## src/rtl/pcseq_pkg.sv

```systemverilog
package pcseq_pkg;
  localparam int ADDR_W = 22;
  localparam int DATA_W = 32;
  localparam int STACK_DEPTH = 8;

  typedef enum logic [2:0] {
    BK_SEQ  = 3'd0,
    BK_JMP  = 3'd1,
    BK_JZ   = 3'd2,
    BK_JP   = 3'd3,
    BK_JN   = 3'd4,
    BK_CALL = 3'd5,
    BK_RET  = 3'd6,
    BK_NONE = 3'd7
  } branch_kind_e;

  typedef struct packed {
    logic is_zero;
    logic is_pos;
    logic is_neg;
  } sign_class_t;
endpackage

```

## src/rtl/pcseq_classifier.sv

```systemverilog
module pcseq_classifier
  import pcseq_pkg::*;
#(
  parameter int W = DATA_W
) (
  input  logic [W-1:0] value_i,
  output sign_class_t  class_o
);
  logic nonzero;

  always_comb begin
    nonzero         = |value_i;
    class_o.is_zero = !nonzero;
    class_o.is_neg  = value_i[W-1];
    class_o.is_pos  = nonzero && !value_i[W-1];
  end
endmodule

```

## src/rtl/pcseq_stack.sv

```systemverilog
module pcseq_stack #(
  parameter int DEPTH = 8,
  parameter int AW    = 22
) (
  input  logic          clk_i,
  input  logic          rst_i,
  input  logic          push_i,
  input  logic          pop_i,
  input  logic [AW-1:0] data_i,
  output logic [AW-1:0] top_o,
  output logic          empty_o,
  output logic          full_o,
  output logic          misuse_o
);
  localparam int IW = (DEPTH > 1) ? $clog2(DEPTH) : 1;
  localparam int CW = $clog2(DEPTH + 1);

  logic [AW-1:0] mem [DEPTH];
  logic [CW-1:0] cnt;
  logic [IW-1:0] wr_idx;
  logic [IW-1:0] rd_idx;
  logic          do_push;
  logic          do_pop;

  always_comb begin
    empty_o  = (cnt == '0);
    full_o   = (cnt == CW'(DEPTH));
    wr_idx   = IW'(cnt);
    rd_idx   = IW'(cnt - CW'(1));
    top_o    = mem[rd_idx];
    do_push  = push_i && !full_o;
    do_pop   = pop_i && !empty_o;
    misuse_o = (push_i && full_o) || (pop_i && empty_o);
  end

  always_ff @(posedge clk_i) begin
    if (rst_i) begin
      cnt <= '0;
    end else if (do_push) begin
      cnt <= cnt + CW'(1);
    end else if (do_pop) begin
      cnt <= cnt - CW'(1);
    end
  end

  generate
    for (genvar g = 0; g < DEPTH; g++) begin : g_slot
      always_ff @(posedge clk_i) begin
        if (rst_i) begin
          mem[g] <= '0;
        end else if (do_push && (wr_idx == IW'(g))) begin
          mem[g] <= data_i;
        end
      end
    end
  endgenerate

  assert_depth_bound_R8: assert property (@(posedge clk_i) disable iff (rst_i)
    cnt <= CW'(DEPTH));

  assert_push_grows_R6: assert property (@(posedge clk_i) disable iff (rst_i)
    (push_i && !full_o) |=> (cnt == $past(cnt) + CW'(1)));

  assert_pop_shrinks_R7: assert property (@(posedge clk_i) disable iff (rst_i)
    (pop_i && !push_i && !empty_o) |=> (cnt == $past(cnt) - CW'(1)));

  assert_full_push_keeps_R8: assert property (@(posedge clk_i) disable iff (rst_i)
    (push_i && full_o) |=> $stable(cnt));
endmodule

```

## src/rtl/pcseq_next.sv

```systemverilog
module pcseq_next
  import pcseq_pkg::*;
#(
  parameter int AW = ADDR_W
) (
  input  logic [2:0]    kind_i,
  input  logic [AW-1:0] pc_i,
  input  logic [AW-1:0] target_i,
  input  sign_class_t   class_i,
  input  logic [AW-1:0] top_i,
  input  logic          empty_i,
  output logic [AW-1:0] next_pc_o,
  output logic [AW-1:0] ret_addr_o,
  output logic          push_o,
  output logic          pop_o
);
  branch_kind_e kind;
  logic         take;

  always_comb begin
    kind       = branch_kind_e'(kind_i);
    ret_addr_o = pc_i + AW'(1);
    push_o     = 1'b0;
    pop_o      = 1'b0;
    take       = 1'b0;
    unique case (kind)
      BK_JMP:  take = 1'b1;
      BK_JZ:   take = class_i.is_zero;
      BK_JP:   take = class_i.is_pos;
      BK_JN:   take = class_i.is_neg;
      BK_CALL: begin
        take   = 1'b1;
        push_o = 1'b1;
      end
      BK_RET:  pop_o = 1'b1;
      default: take = 1'b0;
    endcase
    if (take) begin
      next_pc_o = target_i;
    end else if (pop_o && !empty_i) begin
      next_pc_o = top_i;
    end else begin
      next_pc_o = ret_addr_o;
    end
  end
endmodule

```

## src/rtl/pc_sequencer.sv

```systemverilog
module pc_sequencer
  import pcseq_pkg::*;
#(
  parameter int AW    = ADDR_W,
  parameter int DW    = DATA_W,
  parameter int DEPTH = STACK_DEPTH
) (
  input  logic          clk_i,
  input  logic          rst_i,
  input  logic          step_i,
  input  logic [2:0]    kind_i,
  input  logic [AW-1:0] target_i,
  input  logic [DW-1:0] test_i,
  output logic [AW-1:0] pc_o,
  output logic          err_o
);
  sign_class_t   cls;
  logic [AW-1:0] next_pc;
  logic [AW-1:0] ret_addr;
  logic [AW-1:0] top;
  logic          empty;
  logic          full;
  logic          push_req;
  logic          pop_req;
  logic          misuse;

  pcseq_classifier #(.W(DW)) u_cls (
    .value_i(test_i),
    .class_o(cls)
  );

  pcseq_next #(.AW(AW)) u_next (
    .kind_i    (kind_i),
    .pc_i      (pc_o),
    .target_i  (target_i),
    .class_i   (cls),
    .top_i     (top),
    .empty_i   (empty),
    .next_pc_o (next_pc),
    .ret_addr_o(ret_addr),
    .push_o    (push_req),
    .pop_o     (pop_req)
  );

  pcseq_stack #(.DEPTH(DEPTH), .AW(AW)) u_stack (
    .clk_i   (clk_i),
    .rst_i   (rst_i),
    .push_i  (step_i && push_req),
    .pop_i   (step_i && pop_req),
    .data_i  (ret_addr),
    .top_o   (top),
    .empty_o (empty),
    .full_o  (full),
    .misuse_o(misuse)
  );

  always_ff @(posedge clk_i) begin
    if (rst_i) begin
      pc_o  <= '0;
      err_o <= 1'b0;
    end else if (step_i) begin
      pc_o <= next_pc;
      if (misuse) begin
        err_o <= 1'b1;
      end
    end
  end

  assert_class_onehot_R5: assert property (@(posedge clk_i) disable iff (rst_i)
    $countones({cls.is_zero, cls.is_pos, cls.is_neg}) == 1);

  assert_hold_pc_R2: assert property (@(posedge clk_i) disable iff (rst_i)
    !step_i |=> ($stable(pc_o) && $stable(err_o)));

  assert_seq_inc_R3: assert property (@(posedge clk_i) disable iff (rst_i)
    (step_i && (kind_i == 3'd0)) |=> (pc_o == $past(pc_o) + AW'(1)));

  assert_jump_R4: assert property (@(posedge clk_i) disable iff (rst_i)
    (step_i && (kind_i == 3'd1)) |=> (pc_o == $past(target_i)));

  assert_call_target_R6: assert property (@(posedge clk_i) disable iff (rst_i)
    (step_i && (kind_i == 3'd5)) |=> (pc_o == $past(target_i)));

  assert_overflow_flag_R8: assert property (@(posedge clk_i) disable iff (rst_i)
    (step_i && (kind_i == 3'd5) && full) |=> err_o);

  assert_underflow_R9: assert property (@(posedge clk_i) disable iff (rst_i)
    (step_i && (kind_i == 3'd6) && empty) |=> (err_o && (pc_o == $past(pc_o) + AW'(1))));

  assert_err_sticky_R10: assert property (@(posedge clk_i) disable iff (rst_i)
    err_o |=> err_o);
endmodule

```

## config.mk

```make
export PLATFORM = sky130hd
export DESIGN_NAME = pc_sequencer
export DESIGN_NICKNAME = d
export VERILOG_FILES = /design/src/rtl/pcseq_pkg.sv /design/src/rtl/pcseq_classifier.sv /design/src/rtl/pcseq_stack.sv /design/src/rtl/pcseq_next.sv /design/src/rtl/pc_sequencer.sv
export SDC_FILE = /design/constraint.sdc
export NUM_CORES = 1
export LEC_CHECK = 0
export BUFFER_PORTS_ARGS = -buffer_cell sky130_fd_sc_hd__buf_2
export CELL_PAD_IN_SITES_DETAIL_PLACEMENT = 2
export CELL_PAD_IN_SITES_GLOBAL_PLACEMENT = 2
export CORE_AREA = 2 2 179 146
export CTS_BUF_LIST = sky130_fd_sc_hd__clkbuf_8
export DETAILED_ROUTE_END_ITERATION = 6
export DIE_AREA = 0 0 181 148
export HOLD_SLACK_MARGIN = 0.06
export PLACE_DENSITY_LB_ADDON = 0.1
export SKIP_CTS_REPAIR_TIMING = 1
export SLEW_MARGIN = 0
export SYNTH_ARGS = -nofsm -noshare
export SYNTH_HDL_FRONTEND = slang
export SYNTH_SLANG_ARGS = --single-unit
```

## constraint.sdc

```tcl
create_clock -name clk_i -period 3.2 [get_ports clk_i]
set_clock_uncertainty 0.2 [all_clocks]
set_input_delay 0.16 -clock clk_i [delete_from_list [all_inputs] [get_ports clk_i]]
set_output_delay 0.16 -clock clk_i [all_outputs]
set_load 0.01 [all_outputs]
```

After elaboration in Yosys (flattened, before gate mapping)
Memories as Yosys holds them, arrays and structs flattened.
Index checks and enable logic that the tools add are counted.
{"block": "op_classes", "addsub": 3, "n_eq_ne": 14, "muxes": 41, "bitwise_logic": 8, "n_reduce_logical": 27}
{"operator": "$mux 22", "count": 10}
{"operator": "$reduce_or 32->1", "count": 1}
{"operator": "$mux 1", "count": 28}
{"operator": "$add 22x1->22 const B", "count": 1}
{"operator": "$eq 3x3->1 const B", "count": 7}
{"operator": "$logic_and 1x1->1", "count": 16}
{"operator": "$eq 3x2->1 const B", "count": 4}
{"operator": "$mux 4", "count": 2}
{"operator": "$or 1x1->1", "count": 8}
{"operator": "$eq 3x1->1 const B", "count": 2}
{"operator": "$add 4x1->4 const B", "count": 1}
{"operator": "$eq 4x4->1 const B", "count": 1}
{"operator": "$logic_not 1->1", "count": 4}
{"operator": "$logic_not 4->1", "count": 1}
{"operator": "$pmux 1 s4", "count": 1}
{"operator": "$sub 4x1->4 const B", "count": 1}
{"operator": "$logic_not 3->1", "count": 1}
{"operator": "$reduce_and 2->1", "count": 1}
{"operator": "$reduce_bool 2->1", "count": 1}
{"operator": "$reduce_or 2->1", "count": 1}
{"operator": "$logic_or 1x1->1", "count": 1}
{"block": "totals", "reg_bits": 27, "mem_bits_rw": 176, "input_bits": 60, "out_inout_bits": 23, "mem_count": 1}
{"name": "u_stack.mem", "words": 8, "word_bits": 22, "read_ports": 1, "rd_clocked_by_memory_dff": 0, "write_ports": 8, "line": "pcseq_stack.sv:18", "rtl": "logic [AW-1:0] mem [DEPTH];"}

Longest topological paths before layout
Gate-level depths: netlist of the first run.
{"block": "logic_depth", "depth_word": 9, "depth_mapped": 13}

Modules after synthesis
From an unflattened synthesis of the first run, not the netlist that was laid out.
{"block": "unflattened", "hier_cells": 767, "area_unflattened_um2": 10487.6}
{"module": "pcseq_stack", "n_inst": 1, "cells_per_inst": 513, "area_per_inst_um2": 8461.9}
{"module": "pcseq_next", "n_inst": 1, "cells_per_inst": 165, "area_per_inst_um2": 1091.0}
{"module": "pc_sequencer", "n_inst": 1, "cells_per_inst": 76, "area_per_inst_um2": 844.6}
{"module": "pcseq_classifier", "n_inst": 1, "cells_per_inst": 13, "area_per_inst_um2": 90.1}

Worst setup path before layout of the first run
Ideal clock, no wire load.
{"block": "synth_timing", "path_type": "reg-to-reg", "start": "register u_stack.cnt[0]", "end": "register pc_o[11]", "setup_time_ps": 116, "t_arrival_ps": 2946, "t_required_ps": 2884, "path_slack_ps": -62, "path_stages_with_launch": 13, "n_path_buf": 6, "period_less_slack_ps": 3262, "cell_sequence": "dfxtp_1 buf_4 buf_4 buf_4 inv_1 ha_1 buf_2 clkbuf_1 buf_2 mux4_2 a22oi_1 o2111ai_1 o211a_1"}
{"block": "synth_between", "elab_chain_cells": 5, "elab_cells_between_ends": 7, "classes_between": "1 x add/sub; 2 x mux; 3 x reduce/logical; 1 x memory"}
{"item": "from (decl)", "line": "pcseq_stack.sv:19", "rtl": "logic [CW-1:0] cnt;"}
{"item": "from (signal assigned)", "line": "pcseq_stack.sv:40", "rtl": "cnt <= cnt + CW'(1);"}
{"item": "from (signal assigned)", "line": "pcseq_stack.sv:42", "rtl": "cnt <= cnt - CW'(1);"}
{"item": "branches (longest 3 deep; another with $mem_v2 8x22)"}
{"item": "$mux 22 (*)", "line": "pcseq_next.sv:40", "rtl": "end else if (pop_o && !empty_i) begin"}
{"item": "$mux 22 (*)", "line": "pcseq_next.sv:38", "rtl": "if (take) begin"}
{"item": "to (signal assigned)", "line": "pc_sequencer.sv:62", "rtl": "pc_o <= next_pc;"}
{"item": "to (decl)", "line": "pc_sequencer.sv:14", "rtl": "output logic [AW-1:0] pc_o,"}
Every way passes the cells marked *.
A chain may end at the register's enable or synchronous reset.

Worst setup path in the final report of the first run
{"block": "layout_timing", "start": "register u_stack.cnt[1]", "end": "register pc_o[20]"}
The elaborated chain is that of the path after synthesis.

==> results by group, run 1 <==
Run status
  – Status: finished clean

Clock tree
  – Clk Latency, worst-skew pair: 0.54 ns
  – Clock transition at path regs: approximately 0.060 ns
  – CTS max path bufs: 3
  – CTS tree: done
  – TritonCTS Buffers: 36
  – CTS Root Cell: clkbuf_8
  – Clock H-tree levels: 2
  – CTS sink cnt: slightly above 200

Routing
  – Total Wirelength: between 30 and 40 mm
  – DRC Markers: 0
  – Post-DRT Antenna Nets: 0
  – Initial DRC Count: ~580
  – DR vias: approximately 7000
  – TritonRoute pass-1 iters: 5
  – WL/cell: 25.7 µm
  – Vias/cell: between 5 and 6

Power and ir drop
  – VDD IR max: ~0.24 mV
  – Final total power: a little under 6 mW
  – LEAKAGE: around 4.2 nW
  – P per Cell Area: ~510 nW/µm²

Die
  – Die ar.: ~27000 µm²
  – Die width: between 150 and 200 µm
  – Boundary Pins: 83
  – Number of cell rows: 52
  – Initial Util: 0.383
  – Die Y: between 100 and 150 µm
  – Core area: about 25000 µm²

Global route
  – Initial antenna violation count: 0
  – GRT met1 Usage: 0.336
  – GRT Residual Overflow: 0
  – Met2 usage: 0.393
  – Total GRT Usage: 0.241
  – Largest net degree at the start of global routing: between 40 and 50
  – Vias in the first global route: 7491
  – First-pass GRT wire length: roughly 48 mm
  – Met3 Track Usage GR: 0.0478
  – Busiest layer in global routing: met2

Setup path
  – Slowest CP cell: ha_2
  – WS Path Type: reg -> reg
  – Crit start category: flop
  – Cell mode on critical path: a211oi_1
  – CP Capture Type: flop
  – Critical-path cell list: inv_1, ha_2, buf_12, mux4_2, nor2b_1, a211oi_1, buf_4, a211oi_1, o31a_1
  – Worst-path fanout max: 21
  – Max incr delay on CP: 0.51 ns
  – Critical Path RT: ~3.4 ns
  – WP data arrival: approximately 3.1 ns

Logic synthesis
  – Yosys top cell area share: 0.552
  – Library cells used by synthesis: 54
  – Post-synthesis async set-or-reset flop share: 0
  – EDFF count, synth: 176
  – Ys Warns: 0
  – Cells taking the most area after synthesis: edfxtp_1 (55%), mux4_2 (10%), nor2_1 (8.6%)
  – Mapped Nets: 815
  – Yosys reg bits: between 200 and 250
  – Area of the mapped netlist: 9580 µm²
  – Seq/Total Area, Yosys: 0.608
  – Syn_area_per_cell: 12.8 µm²
  – Ys flop type: edfxtp_1
  – Area leader, netlist: edfxtp_1
  – Cells after Synth: 747

Cells and area
  – Layout cells sized above 1: 0.256
  – Diodes inserted: 0
  – Fin cells: 1242
  – Synth-to-layout area growth: 20.0%
  – Fillers: between 2000 and 3000
  – Final #Nets: around 960
  – Commonest non-fill, non-tap cell in the layout: nor2_1
  – Most frequent cells in the layout: nor2_1 (219), edfxtp_1 (176), buf_2 (82)

Timing
  – Final worst slack: between 0.3 and 0.4 ns
  – Hold WS: about 0.11 ns
  – Final Hold Viols: 0
  – Ratio of final minimum period to clock period: 0.894
  – Post-route minimum period: 2.86 ns
  – Worst slew pin tran: 1.12 ns
  – Max Fclk: ~350 MHz
  – RSZ-0062 raised after global routing: no
  – Slew HR: 0.248
  – Post-Route Setup TNS: 0 ns
  – Final slew viol count: 0
  – Setup violators final: 0

Place
  – DP Worst Slack: roughly 0.31 ns
  – HPWL Detailed: ~20 mm
  – Placer Congestion: 0.767
  – Placed cell count: about 1200
  – # port buffers: 82

Flow run
  – Max Cap Viol: 0

Min path
  – HP Class: in -> reg
## cells by family after synthesis
family / Yosys count / synth area share
flops: 203 / 0.608
simple gates: 321 / 0.148
buf+inv: 66 / 0.0333
xor+xnor: 24 / 0.0219
fa+ha+maj: 8 / 0.0105
compound gates: 71 / 0.0643
mux: 54 / 0.114
## power breakdown
part | switching (mW) | total, mW | leakage (nW) | internal, mW
combinational | 0.384 | 0.643 | 1.79 | 0.259
sequential | 0.0701 | 3.04 | 2.04 | 2.97
clock | 1.10 | 2.23 | 0.401 | 1.13
## cells in the mapped netlist, drive strengths merged (2+ instances only)
| cell type | count |
|---|---|
| xnor2 | 14 |
| a21o | 5 |
| nor2b | 10 |
| a211oi | 18 |
| ha | 8 |
| xor2 | 10 |
| edfxtp | 176 |
| nor2 | 219 |
| clkbuf | 30 |
| mux2i | 10 |
| dfxtp | 27 |
| and3 | 3 |
| nand2b | 2 |
| o211ai | 2 |
| buf | 21 |
| a21oi | 2 |
| inv | 15 |
| o31a | 3 |
| a221oi | 8 |
| o211a | 6 |
| nand3 | 15 |
| nor4 | 13 |
| nand2 | 27 |
| a311oi | 6 |
| and2 | 6 |
| a31o | 2 |
| o2111ai | 5 |
| nor3 | 10 |
| a211o | 3 |
| nand4 | 11 |
| a22oi | 5 |
| mux4 | 44 |
## stage by stage
step           cell area (µm²)   util
2_1_floorplan             9580      -
6_report                 11500  0.460
3_5_place_dp             10600  0.424
4_1_cts                  11200  0.450
5_1_grt                  11500  0.460
3_3_place_gp             10600  0.424
## critical path, delay by kind of cell, from the launching register on
kind                       cells  cell delay, ns
AOI/OAI and AO/OA              3            0.62
buffers and inverters          3            0.54
adders and majority gates      1            0.51
DFF                            1            0.43
muxes                          1            0.30
and+or+nand+nor                1            0.14
## worst paths after layout
check / from / end / slack [ns] / cells past startpoint
max: u_stack.cnt[1] / pc_o[20] / 0.34 / 9
min: step_i / pc_o[6] / 0.11 / 4
max reg2reg: u_stack.cnt[1] / pc_o[20] / 0.34 / 9
min reg2reg: pc_o[17] / pc_o[17] / 0.36 / 2
## state kept, by name (all words and copies together), names as in the netlist
name	count
err_o	1
u_stack.mem	176
pc_o	22
u_stack.cnt	4
## layer usage
metal,up-vias,part of all wire
met5,-,0
met4,0,0.017
met3,44,0.059
met2,241,0.47
met1,3666,0.46
li1,3065,-
## cell type report
cell class	instances	area, µm²	area share
flip-flops and latches	203	5830	0.507
multi-input cells	478	3440	0.299
inverters	15	56.3	0.00490
repair buffers	157	1110	0.0966
clock buffers	39	537	0.0467
clock inverters	26	115	0.0100
well taps	324	405	0.0353
(Power assumes the default switching activity.)
==> run 2, diff against run 1 <==
--- a/config.mk
+++ b/config.mk
@@ -8,10 +8,10 @@
 export BUFFER_PORTS_ARGS = -buffer_cell sky130_fd_sc_hd__buf_2
 export CELL_PAD_IN_SITES_DETAIL_PLACEMENT = 2
 export CELL_PAD_IN_SITES_GLOBAL_PLACEMENT = 2
-export CORE_AREA = 2 2 179 146
+export CORE_AREA = 3 3 180 147
 export CTS_BUF_LIST = sky130_fd_sc_hd__clkbuf_8
 export DETAILED_ROUTE_END_ITERATION = 6
-export DIE_AREA = 0 0 181 148
+export DIE_AREA = 0 0 183 150
 export HOLD_SLACK_MARGIN = 0.06
 export PLACE_DENSITY_LB_ADDON = 0.1
 export SKIP_CTS_REPAIR_TIMING = 1
==> results by group, run 2 (synthesis results as in run 1) <==
Timing
  – Setup violators final: 0
  – Post-route minimum period: a little under 3 ns
  – Hold WS: between 0.05 and 0.06 ns
  – Worst slew pin tran: 1.16 ns
  – Final slew viol count: 0
  – Ratio of final minimum period to clock period: 0.914
  – Post-Route Setup TNS: 0 ns
  – Final Hold Viols: 0
  – Slew HR: 0.219
  – Max Fclk: ~340 MHz
  – RSZ-0062 raised after global routing: no

Routing
  – DR vias: ~6900
  – Vias/cell: approximately 5.6
  – Post-DRT Antenna Nets: 0
  – WL/cell: approximately 26 µm
  – TritonRoute pass-1 iters: 5
  – Initial DRC Count: between 500 and 600
  – Total Wirelength: 32.0 mm
  – DRC Markers: 0

Setup path
  – Critical Path RT: about 3.4 ns
  – CP bufs+invs: 3
  – Critical-path cell list: inv_1, ha_2, buf_12, buf_4, mux4_2, nor3_1, a221oi_2, mux2i_1, a211oi_1
  – Reg2reg start: u_stack.cnt[1]
  – Worst-path fanout max: 18
  – Worst flop-to-flop path endpoint: pc_o[6]
  – Crit start category: flop
  – Critical path's top delay family: buffers and inverters
  – WS Path Type: reg -> reg
  – Slowest CP cell: ha_2
  – R2r worst-path depth: 9
  – Max incr delay on CP: 0.54 ns
  – Instance count on the critical path: 9
  – WP data arrival: between 3 and 4 ns
  – CP Capture Type: flop
  – Reg-to-reg slack, setup: 0.28 ns
  – Critical Path Source: u_stack.cnt[1]
  – Critical Path End: pc_o[6]

Global route
  – Initial antenna violation count: 0
  – Largest net degree at the start of global routing: 47
  – GRT Residual Overflow: 0
  – First-pass GRT wire length: roughly 48 mm
  – Total GRT Usage: 0.233
  – Vias in the first global route: ~7500

Place
  – HPWL Detailed: 20.9 mm
  – Placer Congestion: 0.829
  – Placed cell count: between 1000 and 1500
  – # port buffers: between 80 and 90

Cells and area
  – Fin cells: about 1200
  – Most frequent cells in the layout: nor2_1 (219), edfxtp_1 (176), buf_2 (82)
  – Diodes inserted: 0
  – Final core occ: 0.456
  – Layout cells sized above 1: 0.257
  – Most flops, register: u_stack.mem
  – Max reg flops: approximately 180
  – Synth-to-layout area growth: 19.0%
  – Commonest non-fill, non-tap cell in the layout: nor2_1
  – Regs by FF count: u_stack.mem (176), pc_o (22), u_stack.cnt (4)
  – Fillers: about 2500
  – Final #Nets: between 900 and 1000

Clock tree
  – TritonCTS Buffers: 35
  – CTS Root Cell: clkbuf_8
  – Clk Latency, worst-skew pair: between 0.5 and 0.6 ns
  – CTS tree: done
  – CTS sink cnt: around 200
  – Clock transition at path regs: approximately 0.06 ns
  – CTS max path bufs: 3
  – Clock H-tree levels: 2

Die
  – Core area: roughly 25000 µm²
  – Boundary Pins: 83
  – Number of cell rows: 52
  – Die Y: 150 µm
  – Die width: approximately 180 µm
  – Die ar.: between 20000 and 30000 µm²
  – Initial Util: 0.383

Run status
  – Status: finished clean

Power and ir drop
  – VDD IR max: 0.273 mV
  – LEAKAGE: between 4 and 5 nW
  – P per Cell Area: roughly 510 nW/µm²

Min path
  – HP Class: in -> reg
  – Hold path depth: 5

Flow run
  – Max Cap Viol: 0
[run 2: changes by cell type in the layout (fill, tap and decap cells not counted), sizes merged]
cell         before  now
dlygate4sd3      25   24
clkbuf           39   35
clkinvlp          0    1
clkinv            6   10
inv              35   31
[run 2: worst min path at each step]
stage	startpoint	endpoint	slack (ns)
2_1_floorplan	target_i[1]	pc_o[1]	0.08
3_3_place_gp	target_i[1]	pc_o[1]	0.20
3_5_place_dp	target_i[1]	pc_o[1]	0.20
4_1_cts	target_i[1]	pc_o[1]	-0.37
5_1_grt	step_i	pc_o[0]	0.12
6_report	kind_i[1]	err_o	0.06
[run 2: report_power, final]
group          switching (mW)  internal, mW
sequential             0.0713          2.97
combinational           0.378         0.253
clock                    1.11          1.03
total                    1.56          4.25
[run 2: worst register-to-register path, delay by kind of cell, from the launching register on]
kind,cells,cell delay [ns]
AOI/OAI and AO/OA,2,0.15
adders and majority gates,1,0.54
buffers and inverters,3,0.69
DFF,1,0.45
muxes,2,0.54
and+or+nand+nor,1,0.23
[run 2: layer usage]
metal,wire (µm),global-route usage,vias to the layer above,part of all wire
met1,14800,0.331,3617,0.46
met5,0,0,-,0
met3,1860,0.0433,46,0.058
met4,498,0.0495,0,0.016
met2,14800,0.378,208,0.46
li1,-,-,3052,-
[run 2: per-stage QoR]
step,setup slack [ns],power [mW],area (µm²)
floorplan,0.0801,3.42,9580
global placement,0.395,3.67,10600
detailed placement,0.250,3.70,10600
CTS,0.262,5.85,11200
global route,0.0655,6.02,11400
finish,0.275,5.81,11400
[run 2: area by class of cell]
cell class / instances / area (µm²) / share of cell area
clock buffer: 35 / 482 / 0.0423
clock inverter: 27 / 118 / 0.0103
inverter: 15 / 56.3 / 0.00494
multi-input combinational: 478 / 3440 / 0.302
sequential: 203 / 5830 / 0.512
tap: 324 / 405 / 0.0356
timing repair buffer: 156 / 1060 / 0.0933
==> run 3, diff against run 2 <==
--- a/config.mk
+++ b/config.mk
@@ -5,13 +5,15 @@
 export SDC_FILE = /design/constraint.sdc
 export NUM_CORES = 1
 export LEC_CHECK = 0
+export ABC_AREA = 1
 export BUFFER_PORTS_ARGS = -buffer_cell sky130_fd_sc_hd__buf_2
 export CELL_PAD_IN_SITES_DETAIL_PLACEMENT = 2
 export CELL_PAD_IN_SITES_GLOBAL_PLACEMENT = 2
-export CORE_AREA = 3 3 180 147
+export CORE_AREA = 3 3 196 160
 export CTS_BUF_LIST = sky130_fd_sc_hd__clkbuf_8
 export DETAILED_ROUTE_END_ITERATION = 6
-export DIE_AREA = 0 0 183 150
+export DIE_AREA = 0 0 199 163
+export GPL_TIMING_DRIVEN = 1
 export HOLD_SLACK_MARGIN = 0.06
 export PLACE_DENSITY_LB_ADDON = 0.1
 export SKIP_CTS_REPAIR_TIMING = 1
==> results by group, run 3 <==
Die
  – Boundary Pins: 83
  – Die Y: between 150 and 200 µm
  – Die ar.: 32400 µm²
  – Core area: ~30000 µm²
  – Die width: ~200 µm
  – Initial Util: 0.350
  – Number of cell rows: 56

Timing
  – Setup violators final: 0
  – Final slew viol count: 0
  – Ratio of final minimum period to clock period: 0.853
  – Post-route minimum period: between 2 and 3 ns
  – Worst slew pin tran: a little under 0.7 ns
  – Post-Route Setup TNS: 0 ns
  – Hold WS: 0.278 ns
  – Final Hold Viols: 0
  – Final worst slack: ~0.47 ns
  – Max Fclk: 366 MHz
  – Slew HR: 0.538
  – RSZ-0062 raised after global routing: no

Logic synthesis
  – Synth cell count leaders: nor2_1 (362), nand2_1 (188), edfxtp_1 (176), o21ai_0 (89), inv_1 (71)
  – Cells after Synth: 1186
  – Syn_area_per_cell: ~8.7 µm²
  – Post-synthesis async set-or-reset flop share: 0
  – Area of the mapped netlist: between 10000 and 15000 µm²
  – Ys Warns: 0
  – Mapped Nets: ~1300
  – Yosys reg bits: roughly 200
  – Area leader, netlist: edfxtp_1
  – Yosys top cell area share: 0.515
  – Cells taking the most area after synthesis: edfxtp_1 (51%), nor2_1 (13%), nand2_1 (6.9%)
  – Seq/Total Area, Yosys: 0.567
  – Library cells used by synthesis: 39
  – Most frequent cell after synthesis: nor2_1
  – EDFF count, synth: 176
  – Ys flop type: edfxtp_1

Setup path
  – Critical Path RT: between 3 and 4 ns
  – Slowest CP cell: buf_4
  – Critical-path cell list: inv_2, buf_4, buf_4, nor2_1, nor2_1, o21ai_0, nand3_1, nand2_1, nor2_1, a21oi_1, nand2_1, nand2_1, a21oi_1
  – Max incr delay on CP: around 0.58 ns
  – Worst-path fanout max: between 50 and 60
  – CP Capture Type: flop
  – WS Path Type: reg -> reg
  – WP data arrival: 3.01 ns
  – Crit start category: flop

Routing
  – Initial DRC Count: a little over 500
  – Total Wirelength: ~38 mm
  – DR vias: 8932
  – Vias/cell: approximately 5.2
  – WL/cell: about 22 µm
  – TritonRoute pass-1 iters: 5
  – DRC Markers: 0
  – Post-DRT Antenna Nets: 0

Power and ir drop
  – Final total power: slightly above 6 mW
  – Sequential share of power: 0.493
  – P per Cell Area: slightly above 500 nW/µm²
  – Pint: around 4.4 mW
  – LEAKAGE: 4.68 nW
  – Psw: roughly 1.7 mW
  – VDD IR max: about 0.27 mV
  – Clock power share: 0.383
  – Logic pwr share: 0.124
  – Switching Share: 0.281

Run status
  – Status: finished clean

Clock tree
  – Clock transition at path regs: approximately 0.06 ns
  – Clock H-tree levels: 2
  – TritonCTS Buffers: 37
  – CTS Root Cell: clkbuf_8
  – CTS max path bufs: 3
  – CTS sink cnt: around 200
  – CTS tree: done
  – Clk Latency, worst-skew pair: between 0.5 and 0.6 ns

Global route
  – Vias in the first global route: between 9000 and 10000
  – Initial antenna violation count: 1
  – GRT Residual Overflow: 0
  – Largest net degree at the start of global routing: ~60
  – Total GRT Usage: 0.232
  – First-pass GRT wire length: ~57 mm

Cells and area
  – Final #Nets: about 1400
  – Reg area: around 6000 µm²
  – Fillers: around 3300
  – Synth-to-layout area growth: 18.5%
  – Layout cells sized above 1: 0.152
  – Commonest non-fill, non-tap cell in the layout: nor2_1
  – Multi-input gate area: between 3000 and 4000 µm²
  – Fin cells: between 1500 and 2000
  – Most frequent cells in the layout: nor2_1 (362), nand2_1 (188), edfxtp_1 (176)
  – Max reg flops: ~180
  – Most flops, register: u_stack.mem
  – Regs by FF count: u_stack.mem (176), pc_o (22), u_stack.cnt (4)

Place
  – DP Worst Slack: about 0.45 ns
  – Placer Congestion: ~0.8
  – Placed cell count: between 1500 and 2000
  – # port buffers: 82
  – HPWL Detailed: ~25 mm

Flow run
  – Max Cap Viol: 0

Min path
  – HP Class: in -> reg
[run 3: cells by family (layout without fill, tap and decap cells)]
| kind of cell | Yosys count | in the layout | synth area share |
|---|---|---|---|
| other | 0 | 1 | 0 |
| buffers and inverters | 146 | 296 | 0.0616 |
| and+or+nand+nor | 628 | 628 | 0.247 |
| DFF | 203 | 203 | 0.567 |
| xor gates and xnor gates | 6 | 6 | 0.00695 |
| adders and majority gates | 8 | 8 | 0.00975 |
| AOI/OAI and AO/OA | 195 | 195 | 0.108 |
[run 3: final timing paths]
path / from / depth (start not counted) / slack [ns] / end
max reg2reg: u_stack.cnt[0] / 13 / 0.47 / pc_o[15]
min: test_i[31] / 8 / 0.28 / pc_o[17]
min reg2reg: u_stack.cnt[3] / 2 / 0.31 / u_stack.cnt[3]
max: u_stack.cnt[0] / 13 / 0.47 / pc_o[15]
[run 3: stage by stage]
step	util	instance area, µm²
final	0.414	12200
after CTS	0.405	11900
after global routing	0.414	12200
after detailed placement	0.382	11200
after global placement	0.382	11200
after floorplan	-	10300
[run 3: worst max-delay path, delay by kind of cell, from the launching register on]
kind | cells | cell delay (ns)
AO/OA/AOI/OAI | 3 | 0.30
AND/OR/NAND/NOR | 7 | 0.69
buffers and inverters | 3 | 1.02
flip-flops | 1 | 0.42
[run 3: per-layer routing]
metal / vias to the layer above / track usage / wire length, µm
met1: 4534 / 0.315 / 17500
met3: 53 / 0.0321 / 1230
met2: 148 / 0.394 / 18500
met5: - / 0 / 0
met4: 0 / 0.0546 / 729
li1: 4197 / - / -
[run 3: power groups by stage]
stage / logic, mW / registers, mW / clock network, mW
after floorplan: 0.435 / 3.08 / 0
after global placement: 0.723 / 3.08 / 0
after detailed placement: 0.743 / 3.09 / 0
after CTS: 0.747 / 3.03 / 2.44
after global routing: 0.853 / 3.04 / 2.55
final: 0.763 / 3.03 / 2.35
[run 3: area by class of cell]
cell class,instances,area share
inverters,79,0.0246
diodes,1,0.000206
multi-input cells,837,0.315
repair buffers,151,0.0870
clock inverters,27,0.0110
clock buffers,39,0.0441
well taps,377,0.0388
flip-flops and latches,203,0.479
